## config.mk

```make
export PLATFORM = sky130hd
export DESIGN_NAME = pg_rmw_seq
export DESIGN_NICKNAME = d
export VERILOG_FILES = /design/src/rtl/rmw_pkg.sv /design/src/rtl/rmw_req_check.sv /design/src/rtl/rmw_opcode_sel.sv /design/src/rtl/rmw_tx_mux.sv /design/src/rtl/pg_rmw_seq.sv
export SDC_FILE = /design/constraint.sdc
export NUM_CORES = 1
export LEC_CHECK = 0
export ABC_AREA = 1
export BUFFER_PORTS_ARGS = -buffer_cell sky130_fd_sc_hd__buf_2
export CORE_ASPECT_RATIO = 0.75
export CORE_MARGIN = 2
export CORE_UTILIZATION = 52
export DETAILED_ROUTE_END_ITERATION = 8
export PLACE_DENSITY_LB_ADDON = 0.15
export SLEW_MARGIN = 20
export SYNTH_ARGS = -nofsm -noshare
export SYNTH_HDL_FRONTEND = slang
export SYNTH_SLANG_ARGS = --single-unit
```

## constraint.sdc

```tcl
create_clock -name clk -period 1.7 [get_ports clk]
set_input_delay 0.34 -clock clk [delete_from_list [all_inputs] [get_ports clk]]
set_output_delay 0.34 -clock clk [all_outputs]
set_load 0.02 [all_outputs]
```

## src/rtl/rmw_pkg.sv

```systemverilog
package rmw_pkg;

    localparam int PAGE_W     = 10;
    localparam int OFF_W      = 9;
    localparam int PAGE_SIZE  = 264;
    localparam int ADDR_BYTES = 3;
    localparam int ADDR_W     = ADDR_BYTES * 8;

    localparam logic [7:0] OP_COPY_B0   = 8'h53;
    localparam logic [7:0] OP_COPY_B1   = 8'h55;
    localparam logic [7:0] OP_WRITE_B0  = 8'h84;
    localparam logic [7:0] OP_WRITE_B1  = 8'h87;
    localparam logic [7:0] OP_PROG_B0   = 8'h83;
    localparam logic [7:0] OP_PROG_B1   = 8'h86;
    localparam logic [7:0] OP_STATUS    = 8'h57;

    typedef enum logic [3:0] {
        S_IDLE,
        S_REJECT,
        S_OPC,
        S_ADDR,
        S_DATA,
        S_GAP,
        S_POLL_OPC,
        S_POLL_RD,
        S_DONE,
        S_FAIL
    } seq_state_t;

    typedef enum logic [1:0] {
        PH_COPY,
        PH_WRITE,
        PH_PROG
    } seq_phase_t;

    typedef enum logic [1:0] {
        TX_OPC,
        TX_ADDR,
        TX_DATA,
        TX_DUMMY
    } tx_sel_t;

endpackage

```

## src/rtl/rmw_req_check.sv

```systemverilog
module rmw_req_check #(
    parameter int OFFW  = 9,
    parameter int LIMIT = 264
) (
    input  logic [OFFW-1:0] offset,
    input  logic [OFFW-1:0] len,
    output logic            bad
);
    localparam int SUM_W = OFFW + 1;

    logic [SUM_W-1:0] span_end;

    always_comb begin
        span_end = {1'b0, offset} + {1'b0, len};
        bad      = (len == '0) || (span_end > SUM_W'(LIMIT));
    end
endmodule

```

## src/rtl/rmw_opcode_sel.sv

```systemverilog
module rmw_opcode_sel import rmw_pkg::*; (
    input  seq_phase_t  phase,
    input  logic        polling,
    input  logic        buf_sel,
    output logic [7:0]  opcode
);
    always_comb begin
        if (polling) begin
            opcode = OP_STATUS;
        end else begin
            unique case (phase)
                PH_COPY:  opcode = buf_sel ? OP_COPY_B1  : OP_COPY_B0;
                PH_WRITE: opcode = buf_sel ? OP_WRITE_B1 : OP_WRITE_B0;
                PH_PROG:  opcode = buf_sel ? OP_PROG_B1  : OP_PROG_B0;
                default:  opcode = OP_STATUS;
            endcase
        end
    end
endmodule

```

## src/rtl/rmw_tx_mux.sv

```systemverilog
module rmw_tx_mux import rmw_pkg::*; #(
    parameter int NB = 3,
    parameter int IW = $clog2(NB)
) (
    input  tx_sel_t           sel,
    input  logic [7:0]        opcode,
    input  logic [NB*8-1:0]   addr,
    input  logic [IW-1:0]     aidx,
    input  logic [7:0]        data,
    output logic [7:0]        tx
);
    localparam int SLOTS = 2 ** IW;

    logic [7:0] addr_byte [SLOTS];

    // Slot 0 carries the most significant address byte.
    for (genvar g = 0; g < SLOTS; g++) begin : g_slot
        if (g < NB) begin : g_live
            assign addr_byte[g] = addr[(NB-1-g)*8 +: 8];
        end else begin : g_pad
            assign addr_byte[g] = 8'h00;
        end
    end

    always_comb begin
        unique case (sel)
            TX_OPC:   tx = opcode;
            TX_ADDR:  tx = addr_byte[aidx];
            TX_DATA:  tx = data;
            default:  tx = 8'h00;
        endcase
    end
endmodule

```

## src/rtl/pg_rmw_seq.sv

```systemverilog
module pg_rmw_seq import rmw_pkg::*; #(
    parameter int         POLL_LIMIT = 4096,
    parameter int         GAP_CYCLES = 2,
    parameter logic [7:0] READY_MASK = 8'h80
) (
    input  logic                clk,
    input  logic                rst_n,
    input  logic                req_valid,
    output logic                req_ready,
    input  logic [PAGE_W-1:0]   req_page,
    input  logic [OFF_W-1:0]    req_offset,
    input  logic [OFF_W-1:0]    req_len,
    input  logic                req_buf,
    input  logic                wr_valid,
    output logic                wr_ready,
    input  logic [7:0]          wr_data,
    output logic                spi_cs_n,
    output logic                spi_go,
    output logic [7:0]          spi_tx,
    input  logic                spi_ack,
    input  logic [7:0]          spi_rx,
    output logic                done,
    output logic                error
);
    localparam int POLL_W = $clog2(POLL_LIMIT + 1);
    localparam int GAP_W  = $clog2(GAP_CYCLES + 1);
    localparam int AIDX_W = $clog2(ADDR_BYTES);
    localparam int PAD_W  = ADDR_W - PAGE_W - OFF_W;

    seq_state_t          state, state_n, gap_target;
    seq_phase_t          phase;
    logic                polled;
    logic                inflight;
    logic [PAGE_W-1:0]   page_q;
    logic [OFF_W-1:0]    off_q;
    logic [OFF_W-1:0]    len_q;
    logic                buf_q;
    logic [OFF_W-1:0]    idx;
    logic [GAP_W-1:0]    gap_cnt;
    logic [POLL_W-1:0]   poll_cnt;

    logic                req_bad;
    logic                last_addr, last_data, gap_end, poll_last, dev_ready;
    logic [ADDR_W-1:0]   addr_word;
    logic [7:0]          opcode;
    tx_sel_t             tx_sel;

    rmw_req_check #(.OFFW(OFF_W), .LIMIT(PAGE_SIZE)) u_check (
        .offset (req_offset),
        .len    (req_len),
        .bad    (req_bad)
    );

    rmw_opcode_sel u_opc (
        .phase   (phase),
        .polling (state == S_POLL_OPC),
        .buf_sel (buf_q),
        .opcode  (opcode)
    );

    rmw_tx_mux #(.NB(ADDR_BYTES), .IW(AIDX_W)) u_mux (
        .sel    (tx_sel),
        .opcode (opcode),
        .addr   (addr_word),
        .aidx   (idx[AIDX_W-1:0]),
        .data   (wr_data),
        .tx     (spi_tx)
    );

    always_comb begin
        last_addr = (idx == OFF_W'(ADDR_BYTES - 1));
        last_data = (idx == len_q - 1'b1);
        gap_end   = (gap_cnt == GAP_W'(GAP_CYCLES - 1));
        poll_last = (poll_cnt == POLL_W'(POLL_LIMIT - 1));
        dev_ready = |(spi_rx & READY_MASK);
        if (phase == PH_WRITE) begin
            addr_word = {{(ADDR_W - OFF_W){1'b0}}, off_q};
        end else begin
            addr_word = {{PAD_W{1'b0}}, page_q, {OFF_W{1'b0}}};
        end
    end

    // Where the inter-command gap leads.
    always_comb begin
        unique case (phase)
            PH_COPY:  gap_target = polled ? S_OPC  : S_POLL_OPC;
            PH_WRITE: gap_target = S_OPC;
            PH_PROG:  gap_target = polled ? S_DONE : S_POLL_OPC;
            default:  gap_target = S_FAIL;
        endcase
    end

    always_comb begin
        state_n = state;
        unique case (state)
            S_IDLE:     if (req_valid) state_n = req_bad ? S_REJECT : S_OPC;
            S_REJECT:   state_n = S_IDLE;
            S_OPC:      if (spi_ack) state_n = S_ADDR;
            S_ADDR:     if (spi_ack && last_addr)
                            state_n = (phase == PH_WRITE) ? S_DATA : S_GAP;
            S_DATA:     if (spi_ack && last_data) state_n = S_GAP;
            S_GAP:      if (gap_end) state_n = gap_target;
            S_POLL_OPC: if (spi_ack) state_n = S_POLL_RD;
            S_POLL_RD:  if (spi_ack) begin
                            if (dev_ready)      state_n = S_GAP;
                            else if (poll_last) state_n = S_FAIL;
                        end
            S_DONE:     state_n = S_IDLE;
            S_FAIL:     state_n = S_IDLE;
            default:    state_n = S_IDLE;
        endcase
    end

    always_ff @(posedge clk or negedge rst_n) begin
        if (!rst_n) state <= S_IDLE;
        else        state <= state_n;
    end

    always_ff @(posedge clk or negedge rst_n) begin
        if (!rst_n) begin
            phase    <= PH_COPY;
            polled   <= 1'b0;
            inflight <= 1'b0;
            page_q   <= '0;
            off_q    <= '0;
            len_q    <= '0;
            buf_q    <= 1'b0;
            idx      <= '0;
            gap_cnt  <= '0;
            poll_cnt <= '0;
        end else begin
            if (spi_go)       inflight <= 1'b1;
            else if (spi_ack) inflight <= 1'b0;

            unique case (state)
                S_IDLE: if (req_valid) begin
                    page_q <= req_page;
                    off_q  <= req_offset;
                    len_q  <= req_len;
                    buf_q  <= req_buf;
                    phase  <= PH_COPY;
                    polled <= 1'b0;
                    idx    <= '0;
                end
                S_OPC:  if (spi_ack) idx <= '0;
                S_ADDR: if (spi_ack) idx <= last_addr ? '0 : idx + 1'b1;
                S_DATA: if (spi_ack) idx <= idx + 1'b1;
                S_GAP: begin
                    if (gap_end) begin
                        gap_cnt <= '0;
                        if (gap_target == S_OPC) begin
                            phase  <= (phase == PH_COPY) ? PH_WRITE : PH_PROG;
                            polled <= 1'b0;
                            idx    <= '0;
                        end
                    end else begin
                        gap_cnt <= gap_cnt + 1'b1;
                    end
                end
                S_POLL_OPC: if (spi_ack) poll_cnt <= '0;
                S_POLL_RD: if (spi_ack) begin
                    if (dev_ready) polled   <= 1'b1;
                    else           poll_cnt <= poll_cnt + 1'b1;
                end
                default: ;
            endcase
        end
    end

    always_comb begin
        req_ready = 1'b0;
        spi_cs_n  = 1'b1;
        spi_go    = 1'b0;
        wr_ready  = 1'b0;
        tx_sel    = TX_OPC;
        done      = 1'b0;
        error     = 1'b0;
        unique case (state)
            S_IDLE:     req_ready = 1'b1;
            S_REJECT:   error = 1'b1;
            S_OPC, S_POLL_OPC: begin
                spi_cs_n = 1'b0;
                spi_go   = !inflight;
                tx_sel   = TX_OPC;
            end
            S_ADDR: begin
                spi_cs_n = 1'b0;
                spi_go   = !inflight;
                tx_sel   = TX_ADDR;
            end
            S_DATA: begin
                spi_cs_n = 1'b0;
                wr_ready = !inflight;
                spi_go   = !inflight && wr_valid;
                tx_sel   = TX_DATA;
            end
            S_POLL_RD: begin
                spi_cs_n = 1'b0;
                spi_go   = !inflight;
                tx_sel   = TX_DUMMY;
            end
            S_DONE:     done  = 1'b1;
            S_FAIL:     error = 1'b1;
            default: ;
        endcase
    end
endmodule

```

==> run_results.csv, run 1 <==
group,metric,value,unit
final_layout,num_antenna_cells,0,
setup_path,crit_fanout,4,
setup_path,path_common_cell,"nand2_1",
sta,finalWorstSetupSlack,-629,ps
sta,setup_tns,-21880,ps
setup_path,required_time_of_the_worst_setup_path,1940,ps
drt,post_drt_via_cell_ratio,6.54,
drt,wl_per_cell,23.0,µm
setup_path,arrival,2570,ps
die,std_cell_rows,28,
die,die_width,108,µm
place,place_hpwl,9030,µm
clocking,tritoncts,"yes",
drt,pre_antenna_drt_iters,6,
die,height_of_the_die,82.0,µm
job,max_cap_violations,0,
run_status,run_status,"complete, but fails checks",
synthesis,synth_nets,638,
clocking,insertion_delay,350,ps
setup_path,critical-path-max-stage-delay,440,ps
synthesis,number_of_enable_type_register_cells_in_the_synthesized_netlist,0,
setup_path,path_class,"flip-flop to flip-flop",
drt,drt_iter0_markers,1020,
sta,timing.hold.ws,-5.67,ps
sta,maxSlewHeadroom,65.8,%
run_status,violations,"hold timing, setup timing",
clocking,clock_sinks,61,
pwr,pwr_density_cell,1720,nW/µm²
pwr,power.ir.vdd_worst,0.00125,V
hold_path,min-delay-path-class,"input pin to asynchronous set/reset pin",
synthesis,postSynth.topFlopCell,"dfrtp_1",
sta,max_transition_viols_final,0,
global_route,antenna_found_initial,0,
synthesis,syn_area_per_cell,7.40,µm²
sta,worst_clock_skew,12.0,ps
sta,final-hold-violation-count,15,
setup_path,cp_slowest_cell,"dfrtp_2",
clocking,cts-hold-fix-buffers,0,
global_route,vias_in_the_first_global_route,4994,
die,initial_utilization,53.5,%
sta,post-route-period-util,137,%
synthesis,netlist.top_cell.by_area,"dfrtp_1",
sta,timing_limited_maximum_frequency,429,MHz
sta,setup_viol,71,
clocking,cts-root-to-sink-buffers,2,
clocking,worst_setup_hold_path_clk_slew,80,ps
die,core_area,7880,µm²
place,dpl.cell_count,819,
sta,worstMarginPinSlew,508,ps
synthesis,async_flop_share,100,%
setup_path,sort_of_element_at_the_end_of_the_critical_path,"flip-flop",
global_route,grtUsageTotal,36.4,%
drt,detail_route.wirelength,20500,µm
setup_path,worst_setup_sp_type,"flip-flop",
final_layout,layout-area-overhead-vs-synth,67.1,%
synthesis,synth.distinct_cells,42,
final_layout,drive_gt1_share,51.3,%
drt,vias,5836,
final_layout,finish.cell_count_without_fillers,892,
setup_path,regToRegSetupSlack,-630,ps
place,portbufs,56,
pwr,p_leak,0.00353,µW
final_layout,layout.cells.most_common_list,"nand2_1, buf_4, inv_1, dfrtp_1, buf_6",
drt,postRouteAntennaNets,0,
die,die_area,8850,µm²
synthesis,yosysSeqAreaShare,36.2,%
drt,drt_drc_violations_left,0,
die,pin_count,64,
synthesis,synth_top_area_share,36.2,%
setup_path,critical_path.reg2reg.startpoint,"phase[1]$_DFFE_PN0P_",
setup_path,crit_start,"phase[1]$_DFFE_PN0P_",
synthesis,synth_warnings,0,
synthesis,synthesis.instances,570,
global_route,grt_max_degree,62,
final_layout,final_util,89.3,%
sta,period_minus_slack,2330,ps
setup_path,worstPathCellList,"inv_2, ha_4, inv_6, buf_4, buf_6, buf_4, buf_4, o21ai_0, nand2_1, inv_1, nand2_1, nand2_1, nand2_1",
final_layout,layout_commonest_cell,"nand2_1",
global_route,overflow,0,
setup_path,worst_r2r_path_depth,13,
setup_path,worstSetupEndpoint,"state[0]$_DFFE_PN0P_",
setup_path,regToRegEndpoint,"state[0]$_DFFE_PN0P_",
place,gp_congestion,0.896,
final_layout,fin_nets,851,
synthesis,ys_seq_elements,61,
clocking,clk_root_buffer_cell,"clkbuf_8",
synthesis,synth.top_cells.by_area,"dfrtp_1, nand2_1, inv_1, mux2_2, ha_1",
clocking,cts_made_buffers,9,
synthesis,post_synth_instance_area,4220,µm²
clocking,htreeDepth,3,
global_route,grt_pass1_wl,24600,µm
sta,grt_setup_unrepaired,"yes",
==> report_power, final <==
group / leakage [µW] / switching, µW / internal (µW)
Clock: 0.000105 / 664 / 857
Sequential: 0.000760 / 555 / 1970
Combinational: 0.00266 / 4380 / 3690
Total: 0.00353 / 5590 / 6510
==> metrics by stage <==
step	worst slack (ps)	area (µm²)	total power [µW]
detailed placement	-327	5400	6890
global placement	-264	5400	6750
global route	-635	7040	12400
floorplan	4.89	4280	5020
finish	-629	7040	12100
CTS	-507	6490	10200
==> how the worst min path moves through the flow <==
stage	from	end	slack, ps	cells past startpoint
6_report	rst_n	poll_cnt[6]$_DFFE_PN0P_	-6	2
5_1_grt	rst_n	poll_cnt[6]$_DFFE_PN0P_	20	2
4_1_cts	rst_n	poll_cnt[5]$_DFFE_PN0P_	10	2
3_5_place_dp	rst_n	poll_cnt[5]$_DFFE_PN0P_	380	2
3_3_place_gp	rst_n	poll_cnt[5]$_DFFE_PN0P_	370	2
2_1_floorplan	rst_n	buf_q$_DFFE_PN0P_	40	0
==> area by class of cell <==
type / count / area [µm²]
Clock buffer: 11 / 141
Clock inverter: 4 / 72.6
Fill cell: 326 / 840
Inverter: 79 / 322
Multi-Input combinational cell: 422 / 3000
Sequential cell: 61 / 1530
Tap cell: 105 / 131
Timing Repair Buffer: 210 / 1840
==> cells by family after synthesis <==
family | Yosys count | synth area share [%]
and+or+nand+nor | 282 | 30.5
AOI/OAI and AO/OA | 90 | 11.9
buffers and inverters | 87 | 7.98
DFF | 61 | 36.2
muxes | 20 | 5.34
adders and majority gates | 18 | 5.52
xor gates and xnor gates | 12 | 2.49
==> routing by layer <==
metal | up-vias | wire length, µm | GRT usage, % | part of all wire (%)
met3 | 224 | 2560 | 7.78 | 12
met1 | 2691 | 7130 | 44.9 | 35
li1 | 2305 | - | - | -
met4 | 0 | 1720 | 15.9 | 8.4
met2 | 616 | 9100 | 62.0 | 44
met5 | - | 0 | 0 | 0
==> state kept, by name, indices dropped and copies added, names as in the netlist, 2 cells and up <==
| signal | flops |
|---|---|
| phase | 2 |
| poll_cnt | 13 |
| state | 4 |
| off_q | 9 |
| page_q | 10 |
| idx | 9 |
| gap_cnt | 2 |
| len_q | 9 |
==> synthesized netlist by cell type (4+ instances only) <==
| library cell | number |
|---|---|
| nor2_1 | 56 |
| nand2_1 | 141 |
| mux2_2 | 20 |
| nand3_1 | 41 |
| clkbuf_1 | 4 |
| dfrtp_1 | 61 |
| nor3_1 | 8 |
| xor2_1 | 9 |
| o21ai_0 | 29 |
| a21oi_1 | 40 |
| nor2_4 | 4 |
| nand4_1 | 13 |
| inv_1 | 75 |
| nand2_4 | 4 |
| o211ai_1 | 4 |
| ha_1 | 17 |
==> what timing repair did <==
action / 4_1_cts / 5_1_grt
gates resized for setup: 147 / 114
endpoints found under the setup margin: 59 / 72
hold endpoints to repair: 0 / 0
pin swaps: 48 / 69
gates cloned: 6 / 1
setup buffers: 33 / 29
==> critical path, delay by kind of cell (launching register included) <==
kind,cells,cell delay (ps)
buf+inv,7,860
simple gates,4,480
compound gates,1,250
flops,1,440
fa+ha+maj,1,190
Power figures use the tool's default switching activity.
==> inputs of run 2 (changes only) <==
ABC_AREA = unset   (was 1)
CORE_MARGIN = 5   (was 2)
CORE_UTILIZATION = 48   (was 52)
==> run_results.csv, run 2 <==
group,metric,value,unit
place,portbufs,56,
final_layout,layout-area-overhead-vs-synth,68.9,%
final_layout,top_register,"poll_cnt",
die,die_width,116,µm
die,height_of_the_die,89.4,µm
sta,final-hold-violation-count,0,
die,die_area,10400,µm²
synthesis,synth_top_cells_by_count,"dfrtp_1, nor2_1, nand2_1, mux2_1, o21ai_1",
setup_path,sort_of_element_at_the_end_of_the_critical_path,"output port",
synthesis,netlist.top_cell.by_area,"dfrtp_1",
final_layout,stdcell_area,6810,µm²
run_status,run_status,"complete, but fails checks",
global_route,vias_in_the_first_global_route,4539,
drt,pre_antenna_drt_iters,5,
synthesis,postSynth.topFlopCell,"dfrtp_1",
setup_path,crit_fanout,9,
sta,period_minus_slack,2300,ps
place,gp_congestion,0.925,
sta,timing_limited_maximum_frequency,434,MHz
die,core_area,8350,µm²
job,max_cap_violations,0,
setup_path,arrival,1960,ps
synthesis,synth_nets,504,
sta,finalWorstSetupSlack,-604,ps
final_layout,layout_commonest_cell,"buf_4",
place,placed_cell_area,5480,µm²
hold_path,holdCritStartpoint,"req_page[5]",
die,pin_count,64,
run_status,violations,"setup timing",
drt,postRouteAntennaNets,0,
clocking,tritoncts,"yes",
clocking,cts_made_buffers,9,
synthesis,syn_area_per_cell,9.25,µm²
drt,detail_route.wirelength,15500,µm
sta,timing.hold.ws,241,ps
final_layout,layout.filler_cells,447,
clocking,cts-root-to-sink-buffers,2,
synthesis,synthesis.instances,436,
setup_path,worst_r2r_path_depth,12,
final_layout,num_antenna_cells,0,
sta,max_transition_viols_final,0,
die,initial_utilization,48.4,%
pwr,totalPowerFinal,11400,µW
final_layout,largest_reg_flops,13,
pwr,p_leak,0.00316,µW
final_layout,layout.cells.most_common_list,"buf_4, dfrtp_1, buf_2, buf_6, nor2_1",
setup_path,worst_setup_sp_type,"flip-flop",
pwr,pwr_density_cell,1680,nW/µm²
hold_path,min-delay-path-class,"input pin to flip-flop",
setup_path,critical_path.reg2reg.startpoint,"phase[1]$_DFFE_PN0P_",
synthesis,synth_top_area_share,37.8,%
sta,grt_setup_unrepaired,"yes",
final_layout,drive_gt1_share,57.5,%
pwr,power.ir.vdd_worst,0.00149,V
sta,worstMarginPinSlew,506,ps
synthesis,yosysSeqAreaShare,37.8,%
sta,post-route-period-util,136,%
hold_path,min_delay_path_depth,2,
drt,wl_per_cell,20.8,µm
synthesis,synth.distinct_cells,63,
setup_path,required_time_of_the_worst_setup_path,1360,ps
sta,worst_clock_skew,9.23,ps
die,std_cell_rows,29,
final_layout,seqCellArea,1530,µm²
global_route,grt_pass1_wl,22600,µm
hold_path,hold_path_end,"page_q[5]$_DFFE_PN0P_",
drt,drt_iter0_markers,301,
final_layout,reg_top3,"poll_cnt x13, page_q x10",
place,place_hpwl,9280,µm
global_route,antenna_found_initial,0,
synthesis,post_synth_instance_area,4040,µm²
clocking,htreeDepth,3,
global_route,grt_max_degree,26,
global_route,grtUsageTotal,28.5,%
drt,post_drt_via_cell_ratio,6.00,
clocking,worst_setup_hold_path_clk_slew,50,ps
setup_path,path_class,"flip-flop to output port",
synthesis,number_of_enable_type_register_cells_in_the_synthesized_netlist,0,
synthesis,synth.top_cells.by_area,"dfrtp_1, mux2_1, ha_1, nor2_1, o21ai_1",
drt,vias,4488,
sta,maxSlewHeadroom,66.3,%
synthesis,post-synth-top-count-cell,"dfrtp_1",
final_layout,fin_nets,705,
drt,drt_drc_violations_left,0,
sta,setup_viol,71,
synthesis,async_flop_share,100,%
setup_path,regToRegSetupSlack,-460,ps
clocking,clk_root_buffer_cell,"clkbuf_16",
synthesis,synth_warnings,0,
setup_path,regToRegEndpoint,"idx[7]$_DFFE_PN0P_",
clocking,clock_sinks,61,
synthesis,ys_seq_elements,61,
final_layout,multi_input_area,3090,µm²
global_route,overflow,0,
clocking,insertion_delay,330,ps
run 2: cells by family after synthesis:
kind of cell | share of synthesized area [%]
simple gates | 21.3
compound gates | 17.0
flops | 37.8
buf+inv | 3.57
mux | 9.05
xor+xnor | 5.55
fa+ha+maj | 5.77
run 2: timing repair:
action,CTS,global route
setup buffers,27,11
setup endpoints to repair,70,71
pin swaps,34,34
gates resized for setup,122,63
hold buffers,1,0
hold endpoints to repair,16,0
cloned,4,0
run 2: cell type report:
class	count	share of cell area, %
clock inverter	2	0.147
inverter	14	0.808
tap	108	1.98
sequential	61	22.4
clock buffer	12	3.76
timing repair buffer	209	25.6
multi-input combinational	342	45.3
run 2: per-layer routing:
metal	part of all wire [%]	GRT usage, %	wire length [µm]
met1	41	36.8	6310
met2	49	46.5	7620
met3	6.4	6.63	994
met4	3.9	11.9	605
met5	0	0	0
run 2: worst max-delay path by stage:
stage                    startpoint                   end  slack [ps]
6_report       phase[1]$_DFFE_PN0P_             spi_tx[6]        -600
5_1_grt        phase[1]$_DFFE_PN0P_             spi_tx[6]        -660
4_1_cts        phase[0]$_DFFE_PN0P_             spi_tx[4]        -470
3_5_place_dp          req_offset[0]  state[0]$_DFFE_PN0P_        -830
3_3_place_gp          req_offset[0]  state[0]$_DFFE_PN0P_        -730
2_1_floorplan         req_offset[0]  state[0]$_DFFE_PN0P_        -510
run 2: critical path, stage by stage (launching register included):
cell	delay (ps)
dfrtp_1	400
inv_2	100
ha_4	180
buf_12	140
nor3_4	220
buf_6	170
a22oi_2	70
o22ai_2	190
buf_6	150
run 2: power breakdown:
group	switching, µW	internal [µW]	total [µW]
combinational	3520	3830	7350
clock	656	1040	1700
sequential	441	1920	2360
total	4620	6800	11400
run 2: metrics by stage:
step	std cells	TNS (ps)	utilization [%]	setup WS, ps
after floorplan	436	-2620	-	-509
after global placement	694	-8750	65.6	-734
after detailed placement	694	-11110	65.6	-835
after CTS	740	-16050	78.1	-472
after global routing	748	-23270	81.6	-665
final	748	-19900	81.6	-604
